$ cat src/rtl/irqPairPkg.sv
package irqPairPkg;
  typedef struct packed {
    logic [1:0] lvlWr;    // trigger-mode write, [0] primary, [1] secondary
    logic [1:0] baseWr;   // base write
    logic [1:0] ackTake;  // acknowledge applied to unit
  } ctrlStrobes_t;
endpackage

$ cat src/rtl/irqUnit.sv
module irqUnit #(
  parameter int LINES = 8,
  parameter int VECW = 8,
  parameter bit IS_PRIMARY = 1'b0,
  parameter int CASC_LINE = 2,
  parameter logic [LINES-1:0] LVL_MASK = '1,
  parameter logic [LINES-1:0] LVL_FORCE = '0,
  localparam int IDXW = $clog2(LINES)
) (
  input  logic              clk,
  input  logic              rstN,
  input  logic [LINES-1:0]  rise,
  input  logic [LINES-1:0]  fall,
  input  logic              cascadeIn,
  input  logic              lvlWr,
  input  logic              baseWr,
  input  logic [VECW-1:0]   wrData,
  input  logic              ackTake,
  output logic              anyReq,
  output logic [IDXW-1:0]   winIdx,
  output logic [VECW-1:0]   vec,
  output logic [LINES-1:0]  lvlRd,
  output logic [VECW-1:0]   baseRd
);
  localparam logic [VECW-1:0] BASE_KEEP = ~VECW'((1 << IDXW) - 1);

  logic [LINES-1:0] reqQ, lvlQ, pend, ackClr;
  logic [VECW-1:0]  baseQ;

  generate
    if (IS_PRIMARY) begin : g_casc
      always_comb begin
        pend = reqQ;
        pend[CASC_LINE] = reqQ[CASC_LINE] | cascadeIn;
      end
    end else begin : g_plain
      logic unusedCasc;
      assign unusedCasc = cascadeIn;
      assign pend = reqQ;
    end
  endgenerate

  always_comb begin
    winIdx = '0;
    for (int i = LINES - 1; i >= 0; i--)
      if (pend[i]) winIdx = IDXW'(i);
  end

  assign anyReq = |pend;
  assign ackClr = ackTake ? ((LINES'(1) << winIdx) & ~lvlQ) : '0;

  always_ff @(posedge clk) begin
    if (!rstN) begin
      reqQ  <= '0;
      lvlQ  <= LVL_FORCE;
      baseQ <= '0;
    end else begin
      reqQ <= ((reqQ | rise) & ~fall) & ~ackClr;
      if (lvlWr)  lvlQ  <= (wrData[LINES-1:0] & LVL_MASK) | LVL_FORCE;
      if (baseWr) baseQ <= wrData & BASE_KEEP;
    end
  end

  assign vec    = baseQ | VECW'(winIdx);
  assign lvlRd  = lvlQ & LVL_MASK;
  assign baseRd = baseQ;
endmodule

$ cat src/rtl/pairCtrl.sv
module pairCtrl
  import irqPairPkg::*;
#(
  parameter int LINES = 8,
  parameter int VECW = 8,
  parameter int CASC_LINE = 2,
  localparam int IDXW = $clog2(LINES)
) (
  input  logic            clk,
  input  logic            rstN,
  input  logic            ackStrobe,
  input  logic            regWe,
  input  logic [1:0]      regAddr,
  input  logic            primReq,
  input  logic [IDXW-1:0] primWin,
  input  logic [VECW-1:0] primVec,
  input  logic [VECW-1:0] secVec,
  output ctrlStrobes_t    strb,
  output logic [VECW-1:0] vecOut,
  output logic            vecValid
);
  logic take, viaSec;

  assign take   = ackStrobe && primReq;
  assign viaSec = take && (primWin == IDXW'(CASC_LINE));

  always_comb begin
    strb = '0;
    strb.lvlWr[0]   = regWe && (regAddr == 2'd0);
    strb.lvlWr[1]   = regWe && (regAddr == 2'd1);
    strb.baseWr[0]  = regWe && (regAddr == 2'd2);
    strb.baseWr[1]  = regWe && (regAddr == 2'd3);
    strb.ackTake[0] = take;
    strb.ackTake[1] = viaSec;
  end

  always_ff @(posedge clk) begin
    if (!rstN) begin
      vecOut   <= '0;
      vecValid <= 1'b0;
    end else begin
      vecValid <= take;
      if (take) vecOut <= viaSec ? secVec : primVec;
    end
  end
endmodule

$ cat src/rtl/cascadedIrqPair.sv
module cascadedIrqPair
  import irqPairPkg::*;
#(
  parameter int LINES = 8,
  parameter int VECW = 8,
  parameter int CASC_LINE = 2,
  parameter logic [LINES-1:0] PRIM_LVL_MASK = 8'hF8,
  parameter logic [LINES-1:0] SEC_LVL_MASK = 8'hDE,
  localparam int TOTAL = 2 * LINES,
  localparam int IDXW = $clog2(LINES)
) (
  input  logic             clk,
  input  logic             rstN,
  input  logic [TOTAL-1:0] irqIn,
  input  logic             ackStrobe,
  input  logic             regWe,
  input  logic [1:0]       regAddr,
  input  logic [VECW-1:0]  regWdata,
  output logic [VECW-1:0]  regRdata,
  output logic             cpuInt,
  output logic [VECW-1:0]  vecOut,
  output logic             vecValid
);
  localparam logic [TOTAL-1:0] SEEN_MASK = ~(TOTAL'(1) << CASC_LINE);
  localparam logic [LINES-1:0] PRIM_FORCE = LINES'(1) << CASC_LINE;

  ctrlStrobes_t     strb;
  logic [TOTAL-1:0] irqSeen, irqPrev, rise, fall;
  logic             primReq, secReq;
  logic [IDXW-1:0]  primWin, secWin;
  logic [VECW-1:0]  primVec, secVec, primBase, secBase;
  logic [LINES-1:0] primLvl, secLvl;

  assign irqSeen = irqIn & SEEN_MASK;
  assign rise = irqSeen & ~irqPrev;
  assign fall = ~irqSeen & irqPrev;

  always_ff @(posedge clk) begin
    if (!rstN) irqPrev <= '0;
    else       irqPrev <= irqSeen;
  end

  irqUnit #(.LINES(LINES), .VECW(VECW), .IS_PRIMARY(1'b1), .CASC_LINE(CASC_LINE),
            .LVL_MASK(PRIM_LVL_MASK), .LVL_FORCE(PRIM_FORCE)) uPrim (
    .clk(clk), .rstN(rstN), .rise(rise[LINES-1:0]), .fall(fall[LINES-1:0]),
    .cascadeIn(secReq), .lvlWr(strb.lvlWr[0]), .baseWr(strb.baseWr[0]),
    .wrData(regWdata), .ackTake(strb.ackTake[0]), .anyReq(primReq),
    .winIdx(primWin), .vec(primVec), .lvlRd(primLvl), .baseRd(primBase));

  irqUnit #(.LINES(LINES), .VECW(VECW), .IS_PRIMARY(1'b0), .CASC_LINE(CASC_LINE),
            .LVL_MASK(SEC_LVL_MASK), .LVL_FORCE('0)) uSec (
    .clk(clk), .rstN(rstN), .rise(rise[TOTAL-1:LINES]), .fall(fall[TOTAL-1:LINES]),
    .cascadeIn(1'b0), .lvlWr(strb.lvlWr[1]), .baseWr(strb.baseWr[1]),
    .wrData(regWdata), .ackTake(strb.ackTake[1]), .anyReq(secReq),
    .winIdx(secWin), .vec(secVec), .lvlRd(secLvl), .baseRd(secBase));

  pairCtrl #(.LINES(LINES), .VECW(VECW), .CASC_LINE(CASC_LINE)) uCtrl (
    .clk(clk), .rstN(rstN), .ackStrobe(ackStrobe), .regWe(regWe), .regAddr(regAddr),
    .primReq(primReq), .primWin(primWin), .primVec(primVec), .secVec(secVec),
    .strb(strb), .vecOut(vecOut), .vecValid(vecValid));

  logic [IDXW-1:0] unusedWin;
  assign unusedWin = secWin;

  always_comb begin
    case (regAddr)
      2'd0:    regRdata = VECW'(primLvl);
      2'd1:    regRdata = VECW'(secLvl);
      2'd2:    regRdata = primBase;
      default: regRdata = secBase;
    endcase
  end

  assign cpuInt = primReq;
endmodule

$ cat config.mk
export PLATFORM = sky130hd
export DESIGN_NAME = cascadedIrqPair
export DESIGN_NICKNAME = d
export VERILOG_FILES = /design/src/rtl/irqPairPkg.sv /design/src/rtl/irqUnit.sv /design/src/rtl/pairCtrl.sv /design/src/rtl/cascadedIrqPair.sv
export SDC_FILE = /design/constraint.sdc
export NUM_CORES = 1
export LEC_CHECK = 0
export BUFFER_PORTS_ARGS = -buffer_cell sky130_fd_sc_hd__buf_2
export CAP_MARGIN = 20
export CORE_MARGIN = 2
export CORE_UTILIZATION = 51
export DETAILED_ROUTE_END_ITERATION = 10
export GPL_TIMING_DRIVEN = 0
export PLACE_DENSITY = 0.76
export SLEW_MARGIN = 20
export SYNTH_ARGS = -nofsm -noshare
export SYNTH_HDL_FRONTEND = slang
export SYNTH_HIERARCHICAL = 1
export SYNTH_SLANG_ARGS = --single-unit
export TNS_END_PERCENT = 50
$ cat constraint.sdc
create_clock -name clk -period 3.08 [get_ports clk]
set_clock_uncertainty 0.2 [all_clocks]
set_input_delay 0.616 -clock clk [delete_from_list [all_inputs] [get_ports clk]]
set_output_delay 0.616 -clock clk [all_outputs]
set_load 0.1 [all_outputs]
; ---- Word level (Yosys, flattened, before mapping)
; Cells that the tools add are included.
[word_totals]
in_bits = 30
register_bits = 62
out_inout_bits = 18
word_cells = 66
[classes]
shifts = 2
n_reduce_logical = 9
bitwise_logic = 21
muxes = 20
eq_ne = 4
[ops]
columns = operator, count
row1 = $and A8 B8 Y8, 6
row2 = $mux W3, 16
row3 = $not A8 Y8, 6
row4 = $and A16 B16 Y16, 2
row5 = $not A16 Y16, 2
row6 = $mux W8, 3
row7 = $pmux W8 S3, 1
row8 = $or A8 B3 Y8, 2
row9 = $or A8 B8 Y8, 2
row10 = $reduce_or A8 Y1, 2
row11 = $shl A1 B3 Y8 const A, 2
row12 = $logic_and A1 B1 Y1, 6
row13 = $eq A2 B2 Y1 const B, 2
row14 = $eq A3 B2 Y1 const B, 1
row15 = $eq A2 B1 Y1 const B, 1
row16 = $logic_not A2 Y1, 1
row17 = $or A1 B1 Y1, 1

; ---- Logic depth before layout (Yosys ltp)
; Gate-level depths: netlist of run 1.
[logic_depth]
depth_word = 13
mapped_depth = 13

; ---- By module
; The synthesis of run 1 kept the hierarchy.
[by_module_without_submodules]
columns = mod, cells_per_inst, n_inst, area_per_inst_um2, seq_area_each_um2
row1 = irqUnit at uSec, 108, 1, 984.7, 380.4
row2 = irqUnit at uPrim, 108, 1, 960.9, 360.3
row3 = cascadedIrqPair, 72, 1, 785.8, 300.3
row4 = pairCtrl, 56, 1, 431.7, 180.2

; ---- Worst setup path before layout of run 1
; No wires, ideal clock.
[synth_timing]
kind = register to register
startpoint = register uSec.reqQ[4], in the netlist uSec/pend[4]
endpoint = register uSec.reqQ[3], in the netlist uSec/pend[3]
period_less_slack_ns = 3.502
required_ns = 2.784
stages_incl_launch_ff = 14
path_slack_ns = -0.422
setup_time_ns = 0.096
arrival_time_ns = 3.206
path_buffers = 3
path_cell_list = dfxtp_1 nor4_1 nand3_1 or3_4 nor3_2 nand2_1 and2_1 clkbuf_2 buf_2 and2_2 buf_4 nand4b_1 nor2_1 nor4b_1
[synth_via]
elab_cells_between_ends = 19
cone_classes = 1 x eq/ne / 1 x shift / 9 x mux / 4 x bitwise / 4 x reduce/logical
[synth_lines]
columns = element, line_no
row1 = start: declaration, irqUnit.sv:27  ; logic [LINES-1:0] reqQ, lvlQ, pend, ackClr;
row2 = start signal: assignment, irqUnit.sv:58  ; reqQ <= ((reqQ | rise) & ~fall) & ~ackClr;
row3 = $reduce_or A8 Y1, irqUnit.sv:49  ; assign anyReq = |pend;
row4 = via secReq, cascadedIrqPair.sv:29  ; logic primReq, secReq;
row5 = $or A1 B1 Y1, irqUnit.sv:34  ; pend[CASC_LINE] = reqQ[CASC_LINE] | cascadeIn;
row6 = $reduce_or A8 Y1, irqUnit.sv:49
row7 = via cpuInt, cascadedIrqPair.sv:20  ; output logic cpuInt,
row8 = $logic_and A1 B1 Y1, pairCtrl.sv:24  ; assign take = ackStrobe && primReq;
row9 = via uCtrl.take, pairCtrl.sv:22  ; logic take, viaSec;
row10 = $logic_and A1 B1 Y1, pairCtrl.sv:25  ; assign viaSec = take && (primWin == IDXW'(CASC_LINE));
row11 = via uCtrl.viaSec, pairCtrl.sv:22
row12 = $mux W8, irqUnit.sv:50  ; assign ackClr = ackTake ? ((LINES'(1) << winIdx) & ~lvlQ) : '0;
row13 = $not A8 Y8, irqUnit.sv:58
row14 = $and A8 B8 Y8, irqUnit.sv:58
; The timed path passes the listed nets, and every way through them passes these cells.
; A chain may end at the register's enable or synchronous reset.

; ---- Final worst setup path of run 1
[layout_timing]
startpoint = register uSec.reqQ[5], in the netlist uSec/pend[5]
endpoint = output cpuInt
[layout_via]
elab_chain_len = 3
[layout_rtl]
columns = element, line_no
row1 = $reduce_or A8 Y1, irqUnit.sv:49
row2 = via secReq, cascadedIrqPair.sv:29
row3 = $or A1 B1 Y1, irqUnit.sv:34
row4 = $reduce_or A8 Y1, irqUnit.sv:49
row5 = end: declaration, cascadedIrqPair.sv:20
; The timed path passes the listed nets, and every way through them passes these cells.

==> summary.md, run 1 <==
| Metric | Value |
|---|---|
| Final Hold Fails | 0 |
| CP peak stage delay | 410 ps |
| Crit path arrival time | 2140 ps |
| CTS max path bufs | 2 |
| Die Y | 82.5 um |
| Avg Cell Area, Syn | 9.21 um^2 |
| Most frequent cells in the layout | 59 x dfxtp_1, 52 x nor2b_1, 44 x buf_2, 29 x buf_4 |
| Clock Latency Late Sink | 340 ps |
| Final Max Tran Viols | 0 |
| Crit end category | output port |
| Vias in the first global route | 2328 |
| Unrepaired setup endpoints after global routing | no |
| Max frequency | 338 MHz |
| Cells along the critical path | nor4_4 > nand3_2 > or3_4 > nor3_4 > nand2_4 > buf_4 |
| Leak Pwr | 0.00153 uW |
| Initial Util | 53.0% |
| Syn Inst Count | 341 |
| Htree depth | 3 |
| Worst path slowest cell | or3_4 |
| Congestion Overflow GR | 0 |
| Post-route minimum period | 2960 ps |
| Worst Tran Pin Value | 666 ps |
| Hold Crit Class | flip-flop to flip-flop |
| CTS root buffer | clkbuf_8 |
| Slew headroom | 55.2% |
| Layout overhead on the synthesized area | 19.8% |
| CTS Buf Count | 9 |
| Status | complete, no violations |
| CP max FO | 5 |
| CTS tree | yes |
| Setup Viol. Count Final | 0 |
| PwrDens | 558 nW/um^2 |
| Die ar. | 6800 um^2 |
| HPWL after detailed placement | 4810 um |
| Most common cell after layout, fill and taps aside | dfxtp_1 |
| Hold_buf cts | 0 |
| Remaining DRCs | 0 |
| TritonRoute pass-1 iters | 4 |
| Warning count from the yosys run | 6 |
| Total track usage | 22.1% |
| Fin crit share | 96.0% |
| Antenna Violating Nets Remaining | 0 |
| First-pass GRT wire length | 11000 um |
| Nets | 436 |
| CP Launch Type | flip-flop |
| Core box area | 5920 um^2 |
| Worst path bufs/invs | 1 |
| ANT cells | 0 |
| Final wirelength | 6850 um |
| Die X | 82.5 um |
| Vias/cell | 5.15 |
| Antenna violations before repair | 0 |
| Maxcap violations | 0 |
| Largest net degree at the start of global routing | 18 |
| Crit path max-delay family | simple AND/OR/NAND/NOR gates |
| Wire length per cell | 14.1 um |
| Clock slew at reported path FFs | 70 ps |
| Synthesized cell area | 3140 um^2 |
| Vias | 2505 |
| Peak supply drop | 0.306 mV |
| Initial DRC Count | 236 |
| Final setup TNS | 0 ps |
| # fillers | 512 |
| CP Class | flip-flop to output port |
| Layout cells sized above 1 | 28.0% |
| Final Core Density | 63.5% |
| Req. time, crit path | 2260 ps |
| Row count | 28 |
| RePlAce Congestion | 0.814 |
| Number of port buffers | 44 |
| Top Ports | 48 |
| Clock Sinks | 61 |
-- worst register-to-register path, stage by stage (launching register included) --
cell,delay [ps]
dfxtp_1,440
nor4_4,80
nand3_2,130
nor4b_1,80
a21oi_2,220
nand2_2,140
buf_4,180
nor3b_4,190
and2_2,160
buf_4,130
nand4b_1,160
or4_1,450
o31a_1,250
-- flip-flops by register name, summed over array words and instances, names as in the netlist --
name,count
uSec/pend,8
uSec/baseRd,5
uPrim/reqQ,8
uCtrl/vecValid,1
uCtrl/vecOut,8
irqPrev,15
uPrim/lvlQ,5
uSec/lvlQ,6
uPrim/baseRd,5
-- report_power, final --
part	switching (uW)	leakage, uW	internal (uW)
Sequential	45.8	0.000504	837
Clock	313	0.000106	439
Combinational	295	0.000917	168
-- routing by layer --
| metal | vias up | track usage [%] | wire length [um] |
|---|---|---|---|
| li1 | 1282 | - | - |
| met1 | 1140 | 29.5 | 3230 |
| met2 | 73 | 33.8 | 3070 |
| met3 | 10 | 5.00 | 422 |
| met4 | 0 | 10.5 | 122 |
| met5 | - | 0 | 0 |
-- per-stage QoR --
stage | total power (uW) | instance area (um^2) | hold WS, ps | cells | setup WS (ps)
floorplan | 1240 | 3190 | 243 | 351 | 28.1
global placement | 1330 | 3510 | 268 | 470 | -378
detailed placement | 1340 | 3510 | 274 | 470 | -390
CTS | 2110 | 3750 | 283 | 487 | 6.77
global route | 2190 | 3760 | 296 | 486 | 7.66
finish | 2100 | 3760 | 285 | 486 | 124
-- path summary, 6_finish.rpt --
check,slack (ps),cells past startpoint,start,to
worst max register to register,170,12,uSec/pend[7],uSec/pend[7]
worst min register to register,280,2,uPrim/lvlQ[3],uPrim/reqQ[3]
worst min-delay path,280,2,uPrim/lvlQ[3],uPrim/reqQ[3]
worst max-delay path,120,6,uSec/pend[5],cpuInt
-- final cells by class --
| type | count | area [um^2] | area share (%) |
|---|---|---|---|
| Buffer | 39 | 258 | 6.85 |
| Clock buffer | 13 | 169 | 4.49 |
| Timing Repair Buffer | 45 | 230 | 6.12 |
| Multi-Input combinational cell | 232 | 1680 | 44.6 |
| Clock inverter | 3 | 42.5 | 1.13 |
| Inverter | 18 | 67.6 | 1.80 |
| Sequential cell | 61 | 1220 | 32.5 |
| Tap cell | 75 | 93.8 | 2.49 |
-- repair_timing --
item                       in CTS  in global routing
resized for setup               4                 10
buffers inserted                1                  0
pin swaps                       1                  2
setup endpoints to repair       6                  8
Power figures use the tool's default switching activity.
==> run 2, diff against run 1 <==
CORE_UTILIZATION = 35   (was 51)
PLACE_DENSITY = not set   (was 0.76)
==> run 2 against run 1 <==
  * Worst setup slack got worse by 16 ps
  * Sequential share of layout area grew 0.054 points
  * Utilization fell by 20 points
  * Clock power decreased by 18%
  * First-iteration DRC count down 62%
  * Via count is 2.1% higher
  * Critical path depth unchanged
  * Register-to-register slack is essentially flat
  * Routed wire length up 9.3%
  * Die area is 43% higher
  * Fmax down 0.53%
==> summary.md, run 2 (synthesized netlist as in run 1, its figures left out) <==
| Metric | Value |
|---|---|
| Most frequent cells in the layout | 59 x dfxtp_1, 52 x nor2b_1, 44 x buf_2, 29 x buf_4 (unchanged) |
| Worst Tran Pin Value | 610 ps (was 666 ps) |
| Core box area | 8720 um^2 (was 5920 um^2) |
| Cells along the critical path | nor4_4 > nand3_2 > or3_4 > nor3_4 > nand2_4 > buf_4 (unchanged) |
| Clock slew at reported path FFs | 70 ps (about the same) |
| Die X | 98.7 um (was 82.5 um) |
| Final wirelength | 7490 um (was 6850 um) |
| Most flop-heavy register | irqPrev (unchanged) |
| Htree depth | 3 (unchanged) |
| CP max FO | 5 (unchanged) |
| RePlAce Congestion | 0.876 (was 0.814) |
| Peak supply drop | 0.224 mV (was 0.306 mV) |
| Clock Latency Late Sink | 330 ps (was 340 ps) |
| Final worst slack | 108 ps (was 124 ps) |
| Vias | 2558 (was 2505) |
| Row count | 34 (was 28) |
| Crit end category | output port (unchanged) |
| CP Class | flip-flop to output port (unchanged) |
| CTS Buf Count | 9 (unchanged) |
| Crit. Startpoint | uSec/pend[5] (unchanged) |
| Remaining DRCs | 0 (unchanged) |
| Total track usage | 16.4% (was 22.1%) |
| Post-route minimum period | 2970 ps (was 2960 ps) |
| Hold Crit Class | flip-flop to flip-flop (unchanged) |
| Maxcap violations | 0 (unchanged) |
| Antenna Violating Nets Remaining | 0 (unchanged) |
| Wire length per cell | 14.5 um (was 14.1 um) |
| HPWL after detailed placement | 5440 um (was 4810 um) |
| Worst hold path startpoint | uPrim/lvlQ[3] (unchanged) |
| CTS tree | yes (unchanged) |
| Top Ports | 48 (unchanged) |
| Final Max Tran Viols | 0 (unchanged) |
| PwrDens | 526 nW/um^2 (was 558 nW/um^2) |
| CTS root buffer | clkbuf_8 (unchanged) |
| Final Hold Fails | 0 (unchanged) |
| Slew headroom | 59.0% (was 55.2%) |
| Worst path slowest cell | or3_4 (unchanged) |
| Clock Sinks | 61 (unchanged) |
| R2R Path Start | uSec/pend[4] (was uSec/pend[7]) |
| TritonRoute pass-1 iters | 4 (unchanged) |
| CP Launch Type | flip-flop (unchanged) |
| Largest net degree at the start of global routing | 19 (was 18) |
| Setup Viol. Count Final | 0 (unchanged) |
| Antenna violations before repair | 0 (unchanged) |
| Layout overhead on the synthesized area | 19.6% (was 19.8%) |
| CTS max path bufs | 2 (unchanged) |
| Largest register FFs | 15 (unchanged) |
| Status | complete, no violations (unchanged) |
| Req. time, crit path | 2260 ps (about the same) |
| Most common cell after layout, fill and taps aside | dfxtp_1 (unchanged) |
| Vias/cell | 4.94 (was 5.15) |
| Die Y | 98.7 um (was 82.5 um) |
| CP peak stage delay | 410 ps (about the same) |
| Dpl ws | -487 ps (was -390 ps) |
| First-pass GRT wire length | 12600 um (was 11000 um) |
| Congestion Overflow GR | 0 (unchanged) |
| ANT cells | 0 (unchanged) |
| Final std cells w/o fill | 518 (was 486) |
| Layout cells sized above 1 | 28.0% (about the same) |
| Hold_buf cts | 0 (unchanged) |
| Initial DRC Count | 90 (was 236) |
| Placed cells | 503 (was 470) |
| Nets | 436 (unchanged) |
| Number of port buffers | 44 (unchanged) |
| Fin crit share | 96.5% (was 96.0%) |
| Die ar. | 9750 um^2 (was 6800 um^2) |
| Unrepaired setup endpoints after global routing | no (unchanged) |
| Crit path arrival time | 2160 ps (was 2140 ps) |
| Max frequency | 336 MHz (was 338 MHz) |
| Initial Util | 36.0% (was 53.0%) |
| Vias in the first global route | 2546 (was 2328) |
| Leak Pwr | 0.00151 uW (was 0.00153 uW) |
## run 2: changes by cell type in the layout (fill, tap and decap cells not counted), sizes merged
cell    previous run  this run
bufinv             1         0
clkinv             1         4
clkbuf            20        17
## run 2: critical path, delay by kind of cell (launching register included)
kind | cells | cell delay (ps)
and+or+nand+nor | 5 | 1200
DFF | 1 | 350
buffers and inverters | 1 | 260
## run 2: final cells by class
type	instances	area, um^2
fill	892	4960
multi-input combinational	232	1680
sequential	61	1220
buffer	38	250
timing repair buffer	46	238
clock buffer	10	138
tap	108	135
inverter	18	67.6
clock inverter	5	27.5
## run 2: path summary, 6_finish.rpt
| check | to | slack [ps] | cells past startpoint |
|---|---|---|---|
| worst max-delay path | cpuInt | 110 | 6 |
| worst min register to register | uPrim/reqQ[3] | 270 | 2 |
| worst max register to register | uSec/pend[7] | 180 | 12 |
| worst min-delay path | uPrim/reqQ[3] | 270 | 2 |
## run 2: through the flow
stage / total power, uW / util, % / hold slack, ps / cell area [um^2] / TNS, ps
finish: 1970 / 43.1 / 273 / 3760 / 0
global route: 2070 / 43.1 / 296 / 3760 / 0
CTS: 1980 / 43.0 / 273 / 3750 / 0
detailed placement: 1350 / 40.7 / 271 / 3550 / -1570
global placement: 1340 / 40.7 / 273 / 3550 / -1330
floorplan: 1240 / - / 243 / 3190 / 0
## run 2: layer usage
metal | vias to the layer above | GRT usage, % | part of all wire (%)
met5 | - | 0 | 0
met4 | 0 | 5.37 | 0.85
met3 | 5 | 2.84 | 4.5
met2 | 68 | 25.2 | 45
met1 | 1207 | 23.4 | 50
li1 | 1278 | - | -
## run 2: report_power, final
| group | leakage [uW] | total, uW | switching (uW) | internal (uW) |
|---|---|---|---|---|
| registers | 0.000504 | 885 | 47.8 | 837 |
| clock network | 0.0000877 | 620 | 317 | 304 |
| logic | 0.000915 | 470 | 302 | 168 |
| total | 0.00151 | 1970 | 666 | 1310 |
## run 2: timing repair
| action | in CTS | in global routing |
|---|---|---|
| hold endpoints to repair | 0 | 0 |
| buffers inserted | 2 | 0 |
| endpoints found under the setup margin | 13 | 7 |
| gates resized for setup | 4 | 7 |
| pin swaps | 2 | 0 |
